## config.mk

```make
export PLATFORM = sky130hd
export DESIGN_NAME = snand_feat_target
export DESIGN_NICKNAME = d
export VERILOG_FILES = /design/src/rtl/snand_pkg.sv /design/src/rtl/snand_spi_front.sv /design/src/rtl/snand_cmd_ctrl.sv /design/src/rtl/snand_feat_bank.sv /design/src/rtl/snand_feat_target.sv
export SDC_FILE = /design/constraint.sdc
export NUM_CORES = 1
export LEC_CHECK = 0
export ABC_AREA = 1
export BUFFER_PORTS_ARGS = -buffer_cell sky130_fd_sc_hd__buf_2
export CORE_UTILIZATION = 42
export DETAILED_ROUTE_END_ITERATION = 10
export PLACE_DENSITY_LB_ADDON = 0.1
export SLEW_MARGIN = 20
export SYNTH_ARGS = -nofsm -noshare
export SYNTH_HDL_FRONTEND = slang
export SYNTH_SLANG_ARGS = --single-unit
```

## constraint.sdc

```tcl
create_clock -name clk -period 4.3 [get_ports clk]
set_input_delay 0.43 -clock clk [delete_from_list [all_inputs] [get_ports clk]]
set_output_delay 0.43 -clock clk [all_outputs]
set_load 0.02 [all_outputs]
```

## src/rtl/snand_pkg.sv

```systemverilog
package snand_pkg;

    localparam int BYTE_W = 8;

    localparam logic [BYTE_W-1:0] OPC_FEAT_RD = 8'h0F;
    localparam logic [BYTE_W-1:0] OPC_FEAT_WR = 8'h1F;
    localparam logic [BYTE_W-1:0] OPC_IDENT   = 8'h9F;
    localparam logic [BYTE_W-1:0] OPC_DEV_RST = 8'hFF;

    localparam logic [BYTE_W-1:0] FA_PROTECT  = 8'hA0;
    localparam logic [BYTE_W-1:0] FA_CONFIG   = 8'hB0;
    localparam logic [BYTE_W-1:0] FA_STATUS   = 8'hC0;
    localparam logic [BYTE_W-1:0] FA_DIESEL   = 8'hD0;

    typedef enum logic [2:0] {
        FR_NONE,
        FR_PROTECT,
        FR_CONFIG,
        FR_STATUS,
        FR_DIESEL
    } freg_e;

    typedef enum logic [2:0] {
        CS_OPCODE,
        CS_RD_ADDR,
        CS_WR_ADDR,
        CS_WR_DATA,
        CS_RD_OUT,
        CS_ID_OUT,
        CS_DRAIN
    } cmd_state_e;

    typedef struct packed {
        logic              vld;
        freg_e             sel;
        logic [BYTE_W-1:0] data;
    } reg_wr_t;

    // number of host-writable registers in the bank
    localparam int NUM_RW = 3;

    function automatic freg_e addr_to_reg(input logic [BYTE_W-1:0] a);
        freg_e r;
        case (a)
            FA_PROTECT: r = FR_PROTECT;
            FA_CONFIG:  r = FR_CONFIG;
            FA_STATUS:  r = FR_STATUS;
            FA_DIESEL:  r = FR_DIESEL;
            default:    r = FR_NONE;
        endcase
        return r;
    endfunction

    function automatic logic [BYTE_W-1:0] wr_mask(input freg_e r);
        logic [BYTE_W-1:0] m;
        case (r)
            FR_PROTECT: m = 8'h7C;
            FR_CONFIG:  m = 8'h31;
            FR_DIESEL:  m = 8'h40;
            default:    m = 8'h00;
        endcase
        return m;
    endfunction

    function automatic logic [BYTE_W-1:0] init_val(input freg_e r);
        logic [BYTE_W-1:0] v;
        case (r)
            FR_PROTECT: v = 8'h7C;
            FR_CONFIG:  v = 8'h10;
            default:    v = 8'h00;
        endcase
        return v;
    endfunction

    function automatic freg_e rw_slot(input int i);
        freg_e r;
        case (i)
            0:       r = FR_PROTECT;
            1:       r = FR_CONFIG;
            default: r = FR_DIESEL;
        endcase
        return r;
    endfunction

endpackage

```

## src/rtl/snand_spi_front.sv

```systemverilog
module snand_spi_front
    import snand_pkg::*;
#(
    parameter int SYNC_STAGES = 2
) (
    input  logic              clk,
    input  logic              rst,
    input  logic              spi_csn,
    input  logic              spi_sck,
    input  logic              spi_mosi,
    input  logic              tx_load,
    input  logic [BYTE_W-1:0] tx_byte,
    output logic              cs_act,
    output logic              rx_vld,
    output logic [BYTE_W-1:0] rx_byte,
    output logic              tx_bit
);
    localparam int CNT_W = $clog2(BYTE_W);

    logic [SYNC_STAGES-1:0] csn_p, sck_p, mosi_p;
    logic                   sck_q;
    logic                   csn_s, sck_s, mosi_s;
    logic                   sck_rise, sck_fall;
    logic [CNT_W-1:0]       bit_cnt;
    logic [BYTE_W-1:0]      rx_sh, tx_sh;

    always_ff @(posedge clk) begin
        if (rst) begin
            csn_p  <= '1;
            sck_p  <= '0;
            mosi_p <= '0;
        end else begin
            csn_p  <= {csn_p[SYNC_STAGES-2:0], spi_csn};
            sck_p  <= {sck_p[SYNC_STAGES-2:0], spi_sck};
            mosi_p <= {mosi_p[SYNC_STAGES-2:0], spi_mosi};
        end
    end

    assign csn_s    = csn_p[SYNC_STAGES-1];
    assign sck_s    = sck_p[SYNC_STAGES-1];
    assign mosi_s   = mosi_p[SYNC_STAGES-1];
    assign cs_act   = ~csn_s;
    assign sck_rise = sck_s & ~sck_q;
    assign sck_fall = ~sck_s & sck_q;

    always_ff @(posedge clk) begin
        if (rst) begin
            sck_q   <= 1'b0;
            bit_cnt <= '0;
            rx_sh   <= '0;
            rx_vld  <= 1'b0;
            rx_byte <= '0;
            tx_sh   <= '0;
        end else begin
            sck_q  <= sck_s;
            rx_vld <= 1'b0;
            if (!cs_act) begin
                bit_cnt <= '0;
                rx_sh   <= '0;
            end else if (sck_rise) begin
                rx_sh   <= {rx_sh[BYTE_W-2:0], mosi_s};
                bit_cnt <= bit_cnt + 1'b1;
                if (bit_cnt == CNT_W'(BYTE_W-1)) begin
                    rx_vld  <= 1'b1;
                    rx_byte <= {rx_sh[BYTE_W-2:0], mosi_s};
                end
            end
            // the falling edge that closes a byte keeps the freshly loaded MSB
            if (tx_load) begin
                tx_sh <= tx_byte;
            end else if (cs_act && sck_fall && bit_cnt != '0) begin
                tx_sh <= {tx_sh[BYTE_W-2:0], 1'b0};
            end
        end
    end

    assign tx_bit = tx_sh[BYTE_W-1];

endmodule

```

## src/rtl/snand_cmd_ctrl.sv

```systemverilog
module snand_cmd_ctrl
    import snand_pkg::*;
#(
    parameter logic [7:0] MFR_CODE = 8'hA5,
    parameter logic [7:0] DEV_CODE = 8'h3E
) (
    input  logic              clk,
    input  logic              rst,
    input  logic              cs_act,
    input  logic              rx_vld,
    input  logic [BYTE_W-1:0] rx_byte,
    input  logic [BYTE_W-1:0] rd_data,
    output freg_e             rd_sel,
    output logic              tx_load,
    output logic [BYTE_W-1:0] tx_byte,
    output logic              reply_oe,
    output reg_wr_t           wr_req,
    output logic              rst_cmd
);
    cmd_state_e st_q, st_n;
    freg_e      sel_q, sel_n;
    logic [1:0] id_idx_q, id_idx_n;
    logic       take;

    assign take = rx_vld & cs_act;

    always_comb begin
        st_n     = st_q;
        sel_n    = sel_q;
        id_idx_n = id_idx_q;
        rd_sel   = sel_q;
        tx_load  = 1'b0;
        tx_byte  = '0;
        wr_req   = '0;
        rst_cmd  = 1'b0;
        if (take) begin
            case (st_q)
                CS_OPCODE: begin
                    case (rx_byte)
                        OPC_FEAT_RD: st_n = CS_RD_ADDR;
                        OPC_FEAT_WR: st_n = CS_WR_ADDR;
                        OPC_IDENT: begin
                            st_n     = CS_ID_OUT;
                            tx_load  = 1'b1;
                            tx_byte  = MFR_CODE;
                            id_idx_n = 2'd0;
                        end
                        OPC_DEV_RST: begin
                            rst_cmd = 1'b1;
                            st_n    = CS_DRAIN;
                        end
                        default: st_n = CS_DRAIN;
                    endcase
                end
                CS_RD_ADDR: begin
                    rd_sel  = addr_to_reg(rx_byte);
                    sel_n   = rd_sel;
                    tx_load = 1'b1;
                    tx_byte = rd_data;
                    st_n    = CS_RD_OUT;
                end
                CS_RD_OUT: begin
                    tx_load = 1'b1;
                    tx_byte = rd_data;
                end
                CS_WR_ADDR: begin
                    sel_n = addr_to_reg(rx_byte);
                    st_n  = CS_WR_DATA;
                end
                CS_WR_DATA: begin
                    wr_req.vld  = 1'b1;
                    wr_req.sel  = sel_q;
                    wr_req.data = rx_byte;
                    st_n        = CS_DRAIN;
                end
                CS_ID_OUT: begin
                    tx_load = 1'b1;
                    tx_byte = (id_idx_q == 2'd0) ? DEV_CODE : '0;
                    if (id_idx_q != 2'd3) id_idx_n = id_idx_q + 2'd1;
                end
                default: st_n = CS_DRAIN;
            endcase
        end
    end

    always_ff @(posedge clk) begin
        if (rst || !cs_act) begin
            st_q     <= CS_OPCODE;
            sel_q    <= FR_NONE;
            id_idx_q <= '0;
        end else begin
            st_q     <= st_n;
            sel_q    <= sel_n;
            id_idx_q <= id_idx_n;
        end
    end

    assign reply_oe = cs_act & ((st_q == CS_RD_OUT) | (st_q == CS_ID_OUT));

endmodule

```

## src/rtl/snand_feat_bank.sv

```systemverilog
module snand_feat_bank
    import snand_pkg::*;
#(
    parameter int BUSY_CYCLES = 64
) (
    input  logic              clk,
    input  logic              rst,
    input  reg_wr_t           wr_req,
    input  freg_e             rd_sel,
    input  logic              rst_cmd,
    input  logic              force_efail,
    input  logic              force_pfail,
    output logic [BYTE_W-1:0] rd_data,
    output logic [BYTE_W-1:0] stat_q,
    output logic [BYTE_W-1:0] lock_q
);
    localparam int BUSY_W = $clog2(BUSY_CYCLES + 1);

    logic [BUSY_W-1:0]            busy_cnt;
    logic                         busy;
    logic                         efail_q, pfail_q;
    logic [NUM_RW-1:0][BYTE_W-1:0] rw_vec;

    assign busy = (busy_cnt != '0);

    always_ff @(posedge clk) begin
        if (rst) begin
            busy_cnt <= '0;
            efail_q  <= 1'b0;
            pfail_q  <= 1'b0;
        end else begin
            if (rst_cmd) begin
                busy_cnt <= BUSY_W'(BUSY_CYCLES);
                efail_q  <= 1'b0;
                pfail_q  <= 1'b0;
            end else if (busy) begin
                busy_cnt <= busy_cnt - 1'b1;
            end
            if (force_efail) efail_q <= 1'b1;
            if (force_pfail) pfail_q <= 1'b1;
        end
    end

    generate
        for (genvar g = 0; g < NUM_RW; g++) begin : g_rw
            localparam freg_e SLOT = rw_slot(g);
            logic [BYTE_W-1:0] q;
            always_ff @(posedge clk) begin
                if (rst) begin
                    q <= init_val(SLOT);
                end else if (wr_req.vld && !busy && wr_req.sel == SLOT) begin
                    q <= wr_req.data & wr_mask(SLOT);
                end
            end
            assign rw_vec[g] = q;
        end
    endgenerate

    // bit 7 cache busy: no cache behind this block, reads 0
    assign stat_q = {1'b0, 3'b000, pfail_q, efail_q, 1'b0, busy};
    assign lock_q = rw_vec[0];

    always_comb begin
        rd_data = '0;
        for (int i = 0; i < NUM_RW; i++) begin
            if (rw_slot(i) == rd_sel) rd_data = rw_vec[i];
        end
        if (rd_sel == FR_STATUS) rd_data = stat_q;
    end

endmodule

```

## src/rtl/snand_feat_target.sv

```systemverilog
module snand_feat_target
    import snand_pkg::*;
#(
    parameter int         BUSY_CYCLES = 64,
    parameter int         SYNC_STAGES = 2,
    parameter logic [7:0] MFR_CODE    = 8'hA5,
    parameter logic [7:0] DEV_CODE    = 8'h3E
) (
    input  logic clk,
    input  logic rst,
    input  logic spi_csn,
    input  logic spi_sck,
    input  logic spi_mosi,
    input  logic force_erase_fail,
    input  logic force_prog_fail,
    output logic spi_miso
);
    logic              cs_act, rx_vld, tx_load, tx_bit, reply_oe, rst_cmd;
    logic [BYTE_W-1:0] rx_byte, tx_byte, rd_data, stat_q, lock_q;
    freg_e             rd_sel;
    reg_wr_t           wr_req;

    snand_spi_front #(.SYNC_STAGES(SYNC_STAGES)) u_front (
        .clk      (clk),
        .rst      (rst),
        .spi_csn  (spi_csn),
        .spi_sck  (spi_sck),
        .spi_mosi (spi_mosi),
        .tx_load  (tx_load),
        .tx_byte  (tx_byte),
        .cs_act   (cs_act),
        .rx_vld   (rx_vld),
        .rx_byte  (rx_byte),
        .tx_bit   (tx_bit)
    );

    snand_cmd_ctrl #(.MFR_CODE(MFR_CODE), .DEV_CODE(DEV_CODE)) u_ctrl (
        .clk      (clk),
        .rst      (rst),
        .cs_act   (cs_act),
        .rx_vld   (rx_vld),
        .rx_byte  (rx_byte),
        .rd_data  (rd_data),
        .rd_sel   (rd_sel),
        .tx_load  (tx_load),
        .tx_byte  (tx_byte),
        .reply_oe (reply_oe),
        .wr_req   (wr_req),
        .rst_cmd  (rst_cmd)
    );

    snand_feat_bank #(.BUSY_CYCLES(BUSY_CYCLES)) u_bank (
        .clk         (clk),
        .rst         (rst),
        .wr_req      (wr_req),
        .rd_sel      (rd_sel),
        .rst_cmd     (rst_cmd),
        .force_efail (force_erase_fail),
        .force_pfail (force_prog_fail),
        .rd_data     (rd_data),
        .stat_q      (stat_q),
        .lock_q      (lock_q)
    );

    assign spi_miso = reply_oe & tx_bit;

endmodule

```

# Yosys cells after proc, flatten, opt, wreduce, memory -nomap -nowiden
# Cells that the tools add are included.
# word_totals
out_inout_bits,1
ff_bits,60
inputBits,7
word_cells,117
# classes
n_eq_ne,24
mux,32
bitwise_logic,11
addsub,3
n_reduce_logical,28
# op_table
cell,n
8-bit == test (second input constant),6
7-bit 2-to-1 mux,6
8-bit 2-to-1 mux,4
12-bit 2-to-1 mux,2
3-bit case mux with 4 select lines,2
8-bit case mux with 3 select lines,1
3-bit by 2-bit == test with 1-bit output (second input constant),4
3-bit == test (second input constant),4
2-bit nonzero test,5
2-bit OR reduction,5
1-bit 2-to-1 mux,9
3-bit case mux with 3 select lines,1
8-bit by 4-bit == test with 1-bit output (second input constant),1
8-bit by 5-bit == test with 1-bit output (second input constant),1
7-bit nonzero test,1
7-bit by 1-bit subtractor with 7-bit output (second input constant),1
3-bit by 1-bit == test with 1-bit output (second input constant),2
1-bit logical AND,6
3-bit 2-to-1 mux,2
6-bit 2-to-1 mux,1
3-bit OR reduction,2
1-bit bitwise AND,5
1-bit NOT,5
2-bit 2-to-1 mux,2
other kinds (18),20

# Longest topological paths before layout
# logic_depth
ltp_word,12
depth_mapped,13
mapped_depth_nobuf,13

# Modules after synthesis
# From an unflattened synthesis, not the netlist that was laid out.
# hier_totals
hier_cells,460
area_unflattened_um2,3164.3
# modules_own_cells
mod,area_per_inst_um2,cells_per_inst,instances
snand_spi_front,1288.7,165,1
snand_feat_bank,1018.5,141,1
snand_cmd_ctrl,849.6,152,1
snand_feat_target,7.5,2,1

# Worst setup path before layout
# OpenSTA, ideal clock, no wires.
# synth_timing
kind,register to register
start,register u_bank.busy_cnt[0]
end,"register u_bank.g_rw[0].q[2], in the netlist u_bank.lock_q[2]"
slack_ps,2566
setup_time_ps,138
n_path_buf,0
arrival_ps,1595
stages_incl_launch_ff,12
path_cell_list,dfxtp_1 inv_1 ha_1 inv_1 nor3_2 nand3_1 nor2_4 nand2_1 nor2_2 nand4_4 nand2_1 o211ai_2
# synth_between
elab_chain_cells,4
# synth_lines
item,line,rtl
"start, declared",snand_feat_bank.sv:19,logic [BUSY_W-1:0] busy_cnt;
"start signal, assigned",snand_feat_bank.sv:33,busy_cnt <= BUSY_W'(BUSY_CYCLES);
"start signal, assigned",snand_feat_bank.sv:37,busy_cnt <= busy_cnt - 1'b1;
7-bit nonzero test,snand_feat_bank.sv:24,assign busy = (busy_cnt != '0);
1-bit logical NOT,snand_feat_bank.sv:51,end else if (wr_req.vld && !busy && wr_req.sel == SLOT) begin
1-bit logical AND (2 in a row),snand_feat_bank.sv:51,
"end signal, assigned",snand_feat_bank.sv:50,q <= init_val(SLOT);
"end signal, assigned",snand_feat_bank.sv:52,q <= wr_req.data & wr_mask(SLOT);
"end, declared",snand_feat_bank.sv:47,logic [BYTE_W-1:0] q;
# No other way between the ends.
# A chain may end at the register's enable or synchronous reset.

# Worst setup path in the final report
# Ends and elaborated chain as after synthesis.

==> metrics <==
status finished, final reports clean; final core utilization 0.488; critical path startpoint category flop; setup TNS 0 ns; Final Skew 0.00709 ns; Remaining DRCs 0; vias per cell roughly 5; Setup Fix Bufs, Post-CTS 0; Slowest cell on crit path dfxtp_1; metal2 WL 2630 microns; arrival time at the worst endpoint roughly 2.2 ns; Pre-antenna DRT Iters 4; Syn Nets about 390; area leader, netlist dfxtp_1; share of the cycle needed by the critical path after routing 0.458; type of the tightest min-delay check in -> reg; Synth area leaders dfxtp_1, nand2_1, a21oi_1, inv_1, nor2_1; Placeable Area between 6000 and 7000 sq um; DR iter-0 viols 122; fin cells about 470; post-route ant nets 0; fraction of layout cells with a size suffix above 1 0.141; Port-buffer cells 7; post-DP HPWL about 4300 microns; critical path class reg -> reg; quantity of hold-fixing buffers added after cts 0; vias in the first global route roughly 2100; antenna fix cells 0; TritonCTS Buffers 9; metal3 WL approximately 300 microns; dpl cells 450; die area between 6000 and 7000 sq um; Fmax slightly above 500 MHz; post_cts resized 0; final setup margin about 2.3 ns; fin. max-slew vios 0; final count of negative-setup-slack endpoints 0; # IOs 8; initial antenna violation count 0; Routed wire per std cell between 10 and 15 microns; minimum clock period 1.97 ns; clock tree from TritonCTS built; Final nets 397; reg2reg setup slack between 2 and 2.5 ns; Synth top area share 0.429; internal cell power about 0.00096 W; Yosys warning count 0; WL final a little under 6000 microns; Clk Latency, worst-skew pair roughly 0.34 ns; register share of total power 0.463; cell breakdown of the critical path inv_1, ha_1, inv_1, nor3_2, nand3_1, nor2_4, nand2_1, nor2_2, nand4_4, nand2_1, o211ai_2; grt total ovfl 0; Max Used Layer met4; Slew headroom 0.467; worst r2r path cells 11; Met1 Routed Length 2740 microns; Placer Congestion between 0.8 and 0.9; Initial Util 0.438; Mapped Cells ~370; Root Buffer Master clkbuf_8; P_sw 0.000323 W; actual slew at the worst max-slew pin 0.798 ns; synthesized area per cell between 7 and 8 sq um; worst flop-to-flop path endpoint u_bank.lock_q[2]; Critical Path Fanout Max 10; Die Y 83.6 microns; RSZ-0062 raised after global routing no; combinational share of power 0.106; Layout area overhead 11.3%; Sw Share 0.252; Worst R2R Start u_bank.busy_cnt[0]; placement row count 29; Max clock buf depth 2; vias post-DR between 2000 and 2500; worst vdd ir 0.000252 V; Static Leakage around 1.4 nW; Crit. End Element flop; WHS Path Cells 2; first-pass GRT wire length 9840 microns; #FFs+latches synth 60; largest net degree at the start of global routing 27; slowest stage delay, CP about 0.31 ns; post-synthesis sequential area ratio 0.429; H-tree depth 3; max-cap violations 0; Pwr Density 412 nW/um^2; Clock power frac 0.430; Die W ~84 microns; hold path start spi_csn; clock sink count 60; hold slack about 0.27 ns; Final Hold Fails 0; total track usage 0.182; Hold Path Sink u_front.csn_p[0]; Critical Path RT 4.50 ns; Synth Cell Area 2800 sq um; Reg clk slew, reported paths 0.07 ns; pre-CTS WS between 2 and 2.5 ns; number of distinct library cells after synthesis 33
[layout by cell type (no fill, tap or decap), drive strengths merged]
cell type | synthesis | final
clkinvlp | 0 | 2
o22ai | 2 | 2
nor2 | 47 | 47
o21ai | 40 | 40
or2 | 7 | 7
nand3 | 15 | 15
o211ai | 7 | 7
clkbuf | 6 | 10
xor2 | 1 | 1
nand4 | 11 | 11
a211oi | 4 | 4
clkinv | 0 | 2
dfxtp | 60 | 60
inv | 52 | 52
nor3 | 5 | 5
a31oi | 3 | 3
buf | 2 | 7
ha | 6 | 6
a21oi | 37 | 37
xnor2 | 1 | 1
nand2 | 66 | 66
bufinv | 0 | 2
nor4 | 2 | 2
[critical path, delay by kind of cell, from the launching register on]
kind	cells	cell delay (ns)
AOI/OAI and AO/OA	1	0.08
buffers and inverters	2	0.15
adders and majority gates	1	0.18
and+or+nand+nor	7	1.11
DFF	1	0.31
[state kept, by name, summed over array words and instances (netlist names), 2 cells and up]
signal,cells
u_front.rx_byte,8
u_front.tx_sh,8
u_ctrl.id_idx_q,2
u_front.sck_p,2
u_front.bit_cnt,3
u_ctrl.st_q,3
u_ctrl.sel_q,3
u_front.csn_p,2
u_front.mosi_p,2
u_bank.lock_q,5
u_front.rx_sh,7
u_bank.g_rw.q,4
u_bank.busy_cnt,7
[synthesized netlist by cell type]
library cell,instances
nand2_1,63
dfxtp_1,60
inv_1,43
nor2_1,41
a21oi_1,37
o21ai_0,30
nand3_1,14
nand4_1,10
o21ai_1,10
inv_2,8
clkbuf_1,6
ha_1,6
o211ai_2,6
a211oi_1,4
or2_2,4
a31oi_1,3
nand2_2,3
nor2_2,3
nor2_4,3
nor3_1,3
or2_1,3
buf_2,2
o22ai_1,2
inv_4,1
nand3_4,1
nand4_4,1
nor3_2,1
nor3_4,1
nor4_1,1
nor4_4,1
o211ai_1,1
xnor2_1,1
xor2_1,1
[area by class of cell]
cell class	count	area, sq um
clock inverter	6	88.8
clock buffer	10	128
timing repair buffer	7	35.0
tap	77	96.3
fill	648	3270
sequential	60	1200
multi-input combinational	254	1370
inverter	52	198
[cells by family (layout without fill, tap and decap cells)]
family                   Yosys count  count (layout)  share of synthesized area
adder cells (fa/ha/maj)            6               6                     0.0268
AO/OA/AOI/OAI                     93              93                      0.189
AND/OR/NAND/NOR                  153             153                      0.266
buffers and inverters             60              75                     0.0823
flip-flops                        60              60                      0.429
XOR/XNOR                           2               2                    0.00626
[power by group through the flow]
stage	combinational, W	clock, W	sequential [W]
finish	0.000136	0.000553	0.000595
global route	0.000159	0.000596	0.000598
CTS	0.000138	0.000566	0.000595
detailed placement	0.000138	0	0.000607
global placement	0.000136	0	0.000607
floorplan	0.000115	0	0.000604
[worst max path at each step]
stage	from	endpoint	depth (start not counted)	slack [ns]
after floorplan	u_bank.busy_cnt[0]	u_bank.lock_q[2]	11	2.57
after global placement	u_bank.busy_cnt[0]	u_bank.lock_q[5]	11	2.36
after detailed placement	u_bank.busy_cnt[0]	u_bank.lock_q[2]	11	2.33
after CTS	u_bank.busy_cnt[0]	u_bank.lock_q[2]	11	2.32
after global routing	u_bank.busy_cnt[0]	u_bank.g_rw[1].q[0]	10	2.12
final	u_bank.busy_cnt[0]	u_bank.lock_q[2]	11	2.33
[stage by stage]
step / instance area, sq um / total power (W)
final: 3110 / 0.00128
after global routing: 3110 / 0.00135
after CTS: 3110 / 0.00130
after detailed placement: 2900 / 0.000745
after global placement: 2900 / 0.000743
after floorplan: 2800 / 0.000719
[per-layer routing]
metal	up-vias	global-route usage
li1	1260	-
met4	0	0.0663
met3	12	0.0682
met1	1029	0.236
met5	-	0
met2	40	0.276
No activity file was read; power rests on OpenSTA's default activity.
